<file path="config.mk">
export PLATFORM = sky130hd
export DESIGN_NAME = nvm_write_guard
export DESIGN_NICKNAME = d
export VERILOG_FILES = /design/src/rtl/nvm_guard_pkg.sv /design/src/rtl/nvm_zone_decode.sv /design/src/rtl/nvm_latch_ctl.sv /design/src/rtl/nvm_ctl_fields.sv /design/src/rtl/nvm_write_guard.sv
export SDC_FILE = /design/constraint.sdc
export NUM_CORES = 1
export LEC_CHECK = 0
export BUFFER_PORTS_ARGS = -buffer_cell sky130_fd_sc_hd__buf_2
export CORE_MARGIN = 2
export CORE_UTILIZATION = 32
export CTS_CLUSTER_DIAMETER = 150
export DETAILED_ROUTE_END_ITERATION = 6
export PLACE_DENSITY = 0.71
export SYNTH_ARGS = -nofsm -noshare
export SYNTH_HDL_FRONTEND = slang
export SYNTH_SLANG_ARGS = --single-unit
</file>
<file path="constraint.sdc">
create_clock -name clk -period 0.96 [get_ports clk]
set_input_delay 0.096 -clock clk [delete_from_list [all_inputs] [get_ports clk]]
set_output_delay 0.096 -clock clk [all_outputs]
set_load 0.005 [all_outputs]
</file>
<file path="src/rtl/nvm_guard_pkg.sv">
package nvm_guard_pkg;

    typedef enum logic [1:0] {
        ZONE_NONE    = 2'b00,
        ZONE_QUARTER = 2'b01,
        ZONE_HALF    = 2'b10,
        ZONE_ALL     = 2'b11
    } zone_e;

    typedef struct packed {
        logic  guard_en;
        zone_e zone;
        logic  latch;
        logic  busy;
    } ctl_state_t;

    localparam int GUARD_BIT = 7;
    localparam int ZONE_HI   = 3;
    localparam int ZONE_LO   = 2;

    function automatic logic [7:0] pack_ctl(ctl_state_t s);
        return {s.guard_en, 3'b000, s.zone, s.latch, s.busy};
    endfunction

    function automatic zone_e zone_from_byte(logic [7:0] b);
        return zone_e'(b[ZONE_HI:ZONE_LO]);
    endfunction

endpackage

</file>
<file path="src/rtl/nvm_zone_decode.sv">
module nvm_zone_decode
    import nvm_guard_pkg::*;
#(
    parameter int ADDR_W = 10
) (
    input  zone_e              zone,
    input  logic [ADDR_W-1:0]  addr,
    output logic               hit
);
    localparam int TOP = ADDR_W - 1;

    always_comb begin
        unique case (zone)
            ZONE_NONE:    hit = 1'b0;
            ZONE_QUARTER: hit = &addr[TOP -: 2];
            ZONE_HALF:    hit = addr[TOP];
            default:      hit = 1'b1;
        endcase
    end
endmodule

</file>
<file path="src/rtl/nvm_latch_ctl.sv">
module nvm_latch_ctl (
    input  logic clk,
    input  logic rst,
    input  logic busy,
    input  logic set_i,
    input  logic clr_i,
    input  logic commit_i,
    output logic latch_o
);
    logic drop;
    assign drop = clr_i | commit_i;

    always_ff @(posedge clk) begin
        if (rst) begin
            latch_o <= 1'b0;
        end else if (!busy) begin
            if (drop)       latch_o <= 1'b0;
            else if (set_i) latch_o <= 1'b1;
        end
    end

    AST_LATCH_SET: assert property (@(posedge clk) disable iff (rst)
        (!busy && set_i && !clr_i && !commit_i) |=> latch_o);
    AST_LATCH_DROP: assert property (@(posedge clk) disable iff (rst)
        (!busy && (clr_i || commit_i)) |=> !latch_o);
    AST_BUSY_FREEZE: assert property (@(posedge clk) disable iff (rst)
        busy |=> $stable(latch_o));
endmodule

</file>
<file path="src/rtl/nvm_ctl_fields.sv">
module nvm_ctl_fields
    import nvm_guard_pkg::*;
(
    input  logic       clk,
    input  logic       rst,
    input  logic       busy,
    input  logic       guard_n,
    input  logic       latch_i,
    input  logic       arm_i,
    input  logic [7:0] data_i,
    input  logic       commit_i,
    output logic       guard_en_o,
    output zone_e      zone_o,
    output logic       pending_o
);
    logic [7:0] held;
    logic       locked;
    logic       apply;

    assign locked = guard_en_o & ~guard_n;
    assign apply  = !busy && commit_i && pending_o && latch_i && !locked;

    always_ff @(posedge clk) begin
        if (rst) begin
            guard_en_o <= 1'b0;
            zone_o     <= ZONE_NONE;
            pending_o  <= 1'b0;
            held       <= '0;
        end else if (!busy && commit_i) begin
            if (apply) begin
                guard_en_o <= held[GUARD_BIT];
                zone_o     <= zone_from_byte(held);
            end
            pending_o <= 1'b0;
        end else if (!busy && arm_i && !locked) begin
            pending_o <= 1'b1;
            held      <= data_i;
        end else if (locked) begin
            pending_o <= 1'b0;
        end
    end

    AST_LOCK_CANCELS: assert property (@(posedge clk) disable iff (rst)
        (pending_o && guard_en_o && !guard_n) |=> !pending_o);
    AST_FIELDS_HOLD: assert property (@(posedge clk) disable iff (rst)
        !(commit_i && !busy) |=> ($stable(guard_en_o) && $stable(zone_o)));
    AST_NO_BLIND_COMMIT: assert property (@(posedge clk) disable iff (rst)
        (commit_i && !pending_o) |=> ($stable(guard_en_o) && $stable(zone_o)));
endmodule

</file>
<file path="src/rtl/nvm_write_guard.sv">
module nvm_write_guard
    import nvm_guard_pkg::*;
#(
    parameter int ADDR_W = 10
) (
    input  logic              clk,
    input  logic              rst,
    input  logic              guard_n,
    input  logic              busy_i,
    input  logic              set_latch_i,
    input  logic              clr_latch_i,
    input  logic              sr_arm_i,
    input  logic [7:0]        sr_data_i,
    input  logic              sr_commit_i,
    input  logic              arr_commit_i,
    input  logic [ADDR_W-1:0] addr_i,
    output logic [7:0]        status_o,
    output logic              arr_wr_ok_o,
    output logic              sr_wr_ok_o
);
    logic       latch;
    logic       guard_en;
    zone_e      zone;
    logic       pending;
    logic       in_zone;
    ctl_state_t st;

    nvm_latch_ctl u_latch (
        .clk      (clk),
        .rst      (rst),
        .busy     (busy_i),
        .set_i    (set_latch_i),
        .clr_i    (clr_latch_i),
        .commit_i (sr_commit_i | arr_commit_i),
        .latch_o  (latch)
    );

    nvm_ctl_fields u_fields (
        .clk        (clk),
        .rst        (rst),
        .busy       (busy_i),
        .guard_n    (guard_n),
        .latch_i    (latch),
        .arm_i      (sr_arm_i),
        .data_i     (sr_data_i),
        .commit_i   (sr_commit_i),
        .guard_en_o (guard_en),
        .zone_o     (zone),
        .pending_o  (pending)
    );

    nvm_zone_decode #(.ADDR_W(ADDR_W)) u_zone (
        .zone (zone),
        .addr (addr_i),
        .hit  (in_zone)
    );

    always_comb begin
        st.guard_en = guard_en;
        st.zone     = zone;
        st.latch    = latch;
        st.busy     = busy_i;
    end

    assign status_o    = pack_ctl(st);
    assign arr_wr_ok_o = latch & ~in_zone;
    assign sr_wr_ok_o  = latch & ~(guard_en & ~guard_n);

    AST_FULL_ZONE_BLOCKS: assert property (@(posedge clk) disable iff (rst)
        (zone == ZONE_ALL) |-> !arr_wr_ok_o);
    AST_NO_LATCH_NO_WRITE: assert property (@(posedge clk) disable iff (rst)
        !status_o[1] |-> (!arr_wr_ok_o && !sr_wr_ok_o));
    AST_COMMIT_NEEDS_PERMIT: assert property (@(posedge clk) disable iff (rst)
        (sr_commit_i && !sr_wr_ok_o) |=> ($stable(status_o[7]) && $stable(status_o[3:2])));
endmodule

</file>
==> results of run 1 <==
where the power goes:
part	total [uW]	switching, uW	internal (uW)
Combinational	86.6	37.1	49.6
Sequential	345	4.29	341
Clock	246	103	142
cells by family (layout without fill, tap and decap cells):
kind of cell    Yosys count  in the layout  synth area share
simple gates             20             20             0.291
flops                     8              8             0.362
mux                       6              6             0.136
buf+inv                  10             29             0.153
other cells               1              3           0.00847
compound gates            4              4            0.0508
worst max-delay path by stage:
stage | startpoint | endpoint | slack (ns) | cells past startpoint
floorplan | u_fields.guard_en_o | u_fields.held[2] | 0.004 | 4
global placement | u_fields.guard_en_o | u_fields.held[7] | -0.03 | 3
detailed placement | u_fields.guard_en_o | u_fields.held[3] | -0.04 | 3
finish | u_fields.guard_en_o | sr_wr_ok_o | -0.15 | 4
global route | u_fields.guard_en_o | sr_wr_ok_o | -0.20 | 4
CTS | u_fields.guard_en_o | sr_wr_ok_o | -0.16 | 4
metrics by stage:
| step | hold slack (ns) | setup TNS (ns) |
|---|---|---|
| 2_1_floorplan | 0.252 | 0 |
| 3_3_place_gp | 0.362 | -0.0795 |
| 3_5_place_dp | 0.364 | -0.0997 |
| 4_1_cts | 0.0984 | -0.702 |
| 5_1_grt | 0.105 | -1.10 |
| 6_report | 0.109 | -0.637 |
worst register-to-register path, cell delays in order (launching register included):
cell	delay, ns
dfxtp_2	0.33
nand2b_4	0.07
buf_4	0.11
and4b_2	0.28
mux2i_1	0.19
area by class of cell:
type | count | area (sq um) | share of cell area
clock buffers | 3 | 22.5 | 0.0388
inverters | 2 | 7.51 | 0.0129
multi-input cells | 33 | 229 | 0.394
flip-flops and latches | 8 | 163 | 0.280
well taps | 15 | 18.8 | 0.0323
repair buffers | 24 | 140 | 0.241
synth_stat cells, types with 2 or more instances:
master,count
mux2i_1,6
dfxtp_1,8
nand2_1,2
buf_4,6
a21oi_1,3
nand2b_1,8
nor3_1,2
inv_1,2
placed cells by master (no fill, tap or decap):
| master | count |
|---|---|
| a21o_1 | 1 |
| a21oi_1 | 2 |
| a21oi_2 | 1 |
| and2_4 | 1 |
| and4b_2 | 1 |
| buf_2 | 19 |
| buf_4 | 3 |
| buf_6 | 2 |
| clkbuf_4 | 3 |
| conb_1 | 3 |
| dfxtp_1 | 6 |
| dfxtp_2 | 2 |
| inv_1 | 2 |
| mux2i_1 | 6 |
| nand2_1 | 2 |
| nand2b_1 | 8 |
| nand2b_4 | 1 |
| nand4_1 | 1 |
| nor2_1 | 1 |
| nor2b_1 | 1 |
| nor3_1 | 2 |
| nor4_1 | 1 |
| or2b_1 | 1 |
timing repair:
action	CTS	global route
setup buffers	1	1
gates resized for setup	6	1
endpoints found under the setup margin	6	8
endpoints found under the hold margin	0	0
pin swaps	2	0
flip-flops by register name (all words and copies together) (netlist names):
name / cells
u_fields.guard_en_o: 1
u_fields.pending_o: 1
u_fields.zone_o: 2
u_latch.latch_o: 1
u_fields.held: 3
routing by layer:
layer,share of wire,wire [microns],vias up,global-route usage
met5,0,0,-,0
met4,0,0,0,0.0484
met3,0.069,59,0,0.0652
met2,0.53,448,15,0.254
met1,0.40,345,167,0.121
li1,-,-,195,-
==> impl_metrics.toml, run 1 <==
[yosys]
netlist_area_sq_um = 443
ys.flop_type = "dfxtp_1"
synth_cells = 49
ys_seq_elements = 8
async_flop_share = 0
netlist_top_cells_area = "dfxtp_1, mux2i_1, nand2b_1"
synth.distinct_cells = 20
yosys.area.top_type_share = 0.362
yosysTopAreaCell = "dfxtp_1"
synth_edf_count = 0
ys_warn_count = 0
synth.avg_cell_area_sq_um = 9.04
synth-seq-area-share = 0.362

[layout]
utilization = 0.446
fill_cells = 132
syn2layout_area_growth_pct = 31.1
drive_gt1_frac = 0.471
layout.nets = 99
antennaDiodeCount = 0
final_cells = 85
stdcell_area_sq_um = 581

[critical_path]
r2r_start = "u_fields.guard_en_o"
path_buf_inv = 2
crit_fanout = 2
path_delay_family = "flip-flops"
critPathMaxStageDelay_ns = 0.35
reg2reg_depth = 4
cp_cell_sequence = "nand2b_4 -> buf_6 -> and2_4 -> buf_6"
critPathKind = "register to primary output"
slowest_stage = "dfxtp_2"
timing.rr.end = "u_fields.held[3]"
crit_top_cell = "buf_6"
cp.required_ns = 0.86
rrSetupSlack_ns = -0.09
worstPathArrival_ns = 1.01
end_kind = "primary output"
startpoint_type = "register"

[routing]
drt-total-wl_microns = 853
vias = 377
via_per_inst = 4.44
drt_iter0_markers = 2
ant_nets = 0
drcViolationCount = 0
dr.pass1.iters = 2
wire_per_inst_microns = 10.0

[hold_path]
holdPathEnd = "u_fields.held[7]"
hp-start = "sr_data_i[7]"
worstHoldPathType = "input pin to register"
hold_depth = 3

[timing]
finalWorstSetupSlack_ns = -0.146
fin_skew_ns = 0.00435
min_period_over_period = 1.15
post-route-min-period_ns = 1.11
max_freq_ghz = 0.904
setup_viol = 8
grt_setup_unrepaired = "yes"
finalHoldViolations = 0
final_max_slew_viol_count = 0

[placed_design]
portBuffers = 20
placedCellCount = 80
post_dp_cell_area_sq_um = 524
gp_congestion = 0.688
dpl_worst_slack_ns = -0.0389

[global_route]
antenna_found_initial = 0
grt_pass1_wl_mm = 1.42
grt_pass1_vias = 381
grt_overflow = 0
grt_usage = 0.134
grt_max_degree = 12

[die]
dieArea_sq_um = 1700
io_pins = 37
fp-row-count = 13
die_h_microns = 41.2
core-area_sq_um = 1300
die_w_microns = 41.2
initial_core_util = 0.340

[power]
p_leak_uw = 0.000304
ir_worst_vdd_uv = 664
p_per_area_nw_per_um2 = 1170
p_total_uw = 678

[run_status]
status = "complete, but fails checks"
violations = "negative setup slack"

[cts]
path_clk_slew_ns = 0.05
cts_tree = "yes"
cts_buffers = 3
cts_sinks = 8
cts_max_path_buffers = 2
insertion_delay_ns = 0.25
holdBufCountCts = 0
clockRootBuffer = "clkbuf_4"
h-tree-depth = 1

[flow_run]
drv_cap = 0
(Power assumes the default switching activity.)
==> inputs of run 2 (changes only) <==
Settings changed: ABC_AREA set to 1, CORE_UTILIZATION 32 to 33, PLACE_DENSITY 0.71 to 0.72.
==> impl_metrics.toml, run 2 <==
[run_status]
status = "complete, but fails checks"
violations = "negative setup slack"

[yosys]
synth_edf_count = 0
ys.flop_type = "dfxtp_1"
netlist_area_sq_um = 460
synth-xor-area-share = 0
async_flop_share = 0
synth_cells = 72
synth_top_family_by_area = "simple AND/OR/NAND/NOR gates"
ys_seq_elements = 8
ys_warn_count = 0
yosys.area_share.simple = 0.364
netlist_top_cells_area = "dfxtp_1, nor2_1, buf_4"
yosysTopAreaCell = "dfxtp_1"
synth.distinct_cells = 16
synthMuxAreaShare = 0
synth_compound_area_frac = 0.0842
yosys.area.top_type_share = 0.348
synthAdderAreaFrac = 0
synth.avg_cell_area_sq_um = 6.40
synth-seq-area-share = 0.348
netlist_top_cells_count = "nor2_1, nand2_1, inv_1, dfxtp_1, buf_4"
yosysMostFrequentCell = "nor2_1"

[routing]
drt_iter0_markers = 3
vias = 482
route.met3.wl_microns = 83
drt-total-wl_mm = 1.00
ant_nets = 0
met1_length_microns = 401
wl_met2_microns = 509
drcViolationCount = 0
via_per_inst = 4.42
highest_layer = "met4"
dr.pass1.iters = 4
wire_per_inst_microns = 9.18

[critical_path]
r2r_start = "u_latch.latch_o"
cp.required_ns = 0.86
rrSetupSlack_ns = 0.07
reg2reg_depth = 5
cp_cell_sequence = "a21oi_2 -> o21a_1 -> buf_2"
critPathKind = "register to primary output"
crit_fanout = 4
startpoint_type = "register"
end_kind = "primary output"
timing.rr.end = "u_fields.zone_o[1]"
path_delay_family = "flip-flops"
worstPathArrival_ns = 0.94
slowest_stage = "dfxtp_4"
path_buf_inv = 1
critPathMaxStageDelay_ns = 0.36

[timing]
finalHoldViolations = 0
max_freq_ghz = 0.966
grt_setup_unrepaired = "yes"
final_max_slew_viol_count = 0
post-route-min-period_ns = 1.03
fin_skew_ns = 0.00378
min_period_over_period = 1.08
finalWorstSetupSlack_ns = -0.0748
whs_ns = 0.115
tns_ns = -0.0907
setup_viol = 2

[cts]
holdBufCountCts = 0
h-tree-depth = 1
cts_sinks = 8
cts_max_path_buffers = 2
cts_buffers = 3
clockRootBuffer = "clkbuf_4"
path_clk_slew_ns = 0.05
cts_tree = "yes"
insertion_delay_ns = 0.25

[power]
pwr-share-clk = 0.351
ir_worst_vdd_uv = 914
internal_power_uw = 537
switching_power_uw = 177
p_leak_uw = 0.000327
p_per_area_nw_per_um2 = 1150
p_seq_frac = 0.488
p_total_uw = 714
power_frac_comb = 0.161
swShare = 0.248

[layout]
final_cells = 109
top_register = "u_fields.held"
fill_cells = 152
layout.nets = 123
top_regs = "u_fields.held: 3 flops, u_fields.zone_o: 2 flops"
mostFrequentLayoutCell = "buf_2"
antennaDiodeCount = 0
layout_common_cells = "buf_2, nor2_1, nand2_1, inv_1, dfxtp_1"
drive_gt1_frac = 0.404
largest_reg_flops = 3
syn2layout_area_growth_pct = 34.8

[placed_design]
placedCellCount = 104
gp_congestion = 0.774
portBuffers = 20
dpl_worst_slack_ns = 0.0733
dp_hpwl_microns = 763

[die]
initial_core_util = 0.354
die_h_microns = 41.4
dieArea_sq_um = 1710
fp-row-count = 13
io_pins = 37
die_w_microns = 41.4
core-area_sq_um = 1300

[hold_path]
hold_depth = 4
hp-start = "rst"
worstHoldPathType = "input pin to register"
holdPathEnd = "u_fields.guard_en_o"

[flow_run]
drv_cap = 0

[global_route]
grt_pass1_vias = 408
grt_pass1_wl_mm = 1.52
grt_overflow = 0
antenna_found_initial = 0
grt_max_degree = 8
grt_usage = 0.143
-- run 2: cell count changes after synthesis, sizes merged, moves of 2 or more --
cell and delta:
nand3 +4, nand2b -9, inv +10, mux2i -6, nand2 +10, nand4 +2, nor2 +18
-- run 2: power groups by stage --
stage	registers [uW]	logic, uW	clock network [uW]
finish	348	115	251
global route	349	134	291
CTS	351	112	261
detailed placement	357	105	0
global placement	356	101	0
floorplan	356	71.4	0
-- run 2: logic make-up (layout without fill, tap and decap cells) --
| kind of cell | Yosys count | count (layout) |
|---|---|---|
| other cells | 1 | 3 |
| simple gates | 39 | 39 |
| compound gates | 6 | 6 |
| buf+inv | 18 | 38 |
| flops | 8 | 8 |
-- run 2: timing repair --
| action | 4_1_cts | 5_1_grt |
|---|---|---|
| setup endpoints to repair | 2 | 5 |
| resized for setup | 6 | 4 |
| pin swaps | 1 | 1 |
| setup buffers | 2 | 0 |
-- run 2: metal layers --
| layer | track usage | up-vias |
|---|---|---|
| met4 | 0.0242 | 0 |
| met1 | 0.134 | 204 |
| met5 | 0 | - |
| met2 | 0.270 | 17 |
| li1 | - | 258 |
| met3 | 0.0798 | 3 |
-- run 2: worst max path at each step --
stage	slack, ns	cells past startpoint	end	from
after floorplan	0.1	4	u_fields.guard_en_o	u_latch.latch_o
after CTS	-0.08	3	arr_wr_ok_o	u_fields.zone_o[1]
final	-0.07	3	arr_wr_ok_o	u_fields.zone_o[1]
after detailed placement	0.07	5	u_fields.held[3]	u_fields.guard_en_o
after global placement	0.1	5	u_fields.held[7]	u_fields.guard_en_o
after global routing	-0.13	3	arr_wr_ok_o	u_fields.zone_o[1]
-- run 2: worst register-to-register path: stages, from the launching register on --
cell	delay (ns)
dfxtp_2	0.34
a21boi_4	0.17
buf_4	0.13
nand3_1	0.06
nand2_1	0.06
nor2_1	0.04
-- run 2: cell type report --
| type | count | area [sq um] | area share |
|---|---|---|---|
| clock buffer | 3 | 22.5 | 0.0363 |
| inverter | 12 | 45.0 | 0.0726 |
| multi-input combinational | 48 | 245 | 0.395 |
| sequential | 8 | 166 | 0.268 |
| tap | 15 | 18.8 | 0.0302 |
| timing repair buffer | 23 | 123 | 0.198 |
-- run 2: stage by stage --
stage	utilization	cell area, sq um
after floorplan	-	468
after global placement	0.422	549
after detailed placement	0.422	549
after CTS	0.465	606
after global routing	0.477	621
final	0.477	621
==> inputs of run 3 (changes only) <==
Settings changed: SKIP_CTS_REPAIR_TIMING set to 1.
==> impl_metrics.toml, run 3 (synthesized netlist as in run 2, its figures left out) <==
[routing]
drt_iter0_markers = 3
wire_per_inst_microns = 9.06
ant_nets = 0
dr.pass1.iters = 4
drt-total-wl_microns = 988
vias = 483
via_per_inst = 4.43
drcViolationCount = 0

[die]
dieArea_sq_um = 1710
die_h_microns = 41.4
initial_core_util = 0.354
core-area_sq_um = 1300
fp-row-count = 13
die_w_microns = 41.4
io_pins = 37

[layout]
top_regs = "u_fields.held: 3 flops, u_fields.zone_o: 2 flops"
layout.nets = 123
multi_input_comb_area_sq_um = 245
drive_gt1_frac = 0.404
top_register = "u_fields.held"
fill_cells = 154
regArea_sq_um = 166
layout_common_cells = "buf_2, nor2_1, nand2_1, inv_1, dfxtp_1"
mostFrequentLayoutCell = "buf_2"
syn2layout_area_growth_pct = 34.8
largest_reg_flops = 3
antennaDiodeCount = 0

[timing]
min_period_over_period = 1.08
max_freq_ghz = 0.967
grt_setup_unrepaired = "yes"
final_max_slew_viol_count = 0
whs_ns = 0.115
finalHoldViolations = 0
setup_viol = 2
post-route-min-period_ns = 1.03
fin_skew_ns = 0.00345
finalWorstSetupSlack_ns = -0.0739
tns_ns = -0.0894

[critical_path]
crit_path_end = "arr_wr_ok_o"
startpoint = "u_fields.zone_o[1]"
rrSetupSlack_ns = 0.07
critPathMaxStageDelay_ns = 0.36
worstPathArrival_ns = 0.94
crit_fanout = 4
reg2reg_depth = 5
cp.required_ns = 0.86
slowest_stage = "dfxtp_4"
critPathKind = "register to primary output"
cp_cell_sequence = "a21oi_2 -> o21a_1 -> buf_2"
path_buf_inv = 1
timing.rr.end = "u_fields.zone_o[1]"
r2r_start = "u_fields.guard_en_o"
startpoint_type = "register"
end_kind = "primary output"
crit_cells = 3
path_delay_family = "flip-flops"

[flow_run]
drv_cap = 0

[global_route]
grt_overflow = 0
grt_pass1_vias = 399
grt_usage = 0.140
grt_pass1_wl_mm = 1.50
antenna_found_initial = 0
grt_max_degree = 8

[power]
p_seq_frac = 0.488
switching_power_uw = 176
swShare = 0.247
p_leak_uw = 0.000327
pwr-share-clk = 0.351
ir_worst_vdd_uv = 914
power_frac_comb = 0.161
p_per_area_nw_per_um2 = 1150
internal_power_uw = 537

[cts]
cts_buffers = 3
cts_tree = "yes"
cts_sinks = 8
cts_max_path_buffers = 2
clockRootBuffer = "clkbuf_4"
insertion_delay_ns = 0.25
path_clk_slew_ns = 0.05
h-tree-depth = 1

[placed_design]
gp_congestion = 0.774
portBuffers = 20
dp_hpwl_microns = 763

[run_status]
violations = "negative setup slack"
status = "complete, but fails checks"

[hold_path]
worstHoldPathType = "input pin to register"
hp-start = "rst"
-- run 3: cell counts in the layout (fill, tap and decap cells not counted) --
No cell type changed its count.
-- run 3: power by group through the flow --
stage	sequential [uW]	clock [uW]	combinational, uW
detailed placement	357	0	105
global placement	356	0	101
floorplan	356	0	71.4
finish	348	250	115
global route	349	291	134
CTS	350	261	105
-- run 3: worst min-delay path by stage --
stage	depth (start not counted)	end
finish	4	u_fields.guard_en_o
global route	4	u_fields.held[2]
CTS	4	u_fields.held[2]
detailed placement	4	u_fields.held[2]
global placement	4	u_fields.held[2]
floorplan	3	u_fields.guard_en_o
-- run 3: layer usage --
layer,vias up,part of all wire,track usage,routed length (microns)
met2,17,0.51,0.262,504
li1,257,-,-,-
met4,0,0.0071,0.0242,7
met3,3,0.084,0.0798,83
met1,206,0.40,0.134,394
met5,-,0,0,0
-- run 3: cell type report --
type                    count  share of cell area
clock buffers               3              0.0363
well taps                  15              0.0302
flip-flops and latches      8               0.268
multi-input cells          48               0.395
inverters                  12              0.0726
repair buffers             23               0.198
-- run 3: worst min-delay path: cells and delay by family --
family	cells	cell delay, ns
buf+inv	2	0.14
simple gates	2	0.10
-- run 3: through the flow --
| step | setup slack, ns | std cells | utilization | total power [uW] | instance area [sq um] |
|---|---|---|---|---|---|
| CTS | -0.142 | 107 | 0.439 | 716 | 572 |
| detailed placement | 0.0733 | 104 | 0.422 | 462 | 549 |
| global route | -0.127 | 109 | 0.477 | 773 | 621 |
| floorplan | 0.0961 | 74 | - | 427 | 468 |
| finish | -0.0739 | 109 | 0.477 | 713 | 621 |
| global placement | 0.0980 | 104 | 0.422 | 457 | 549 |
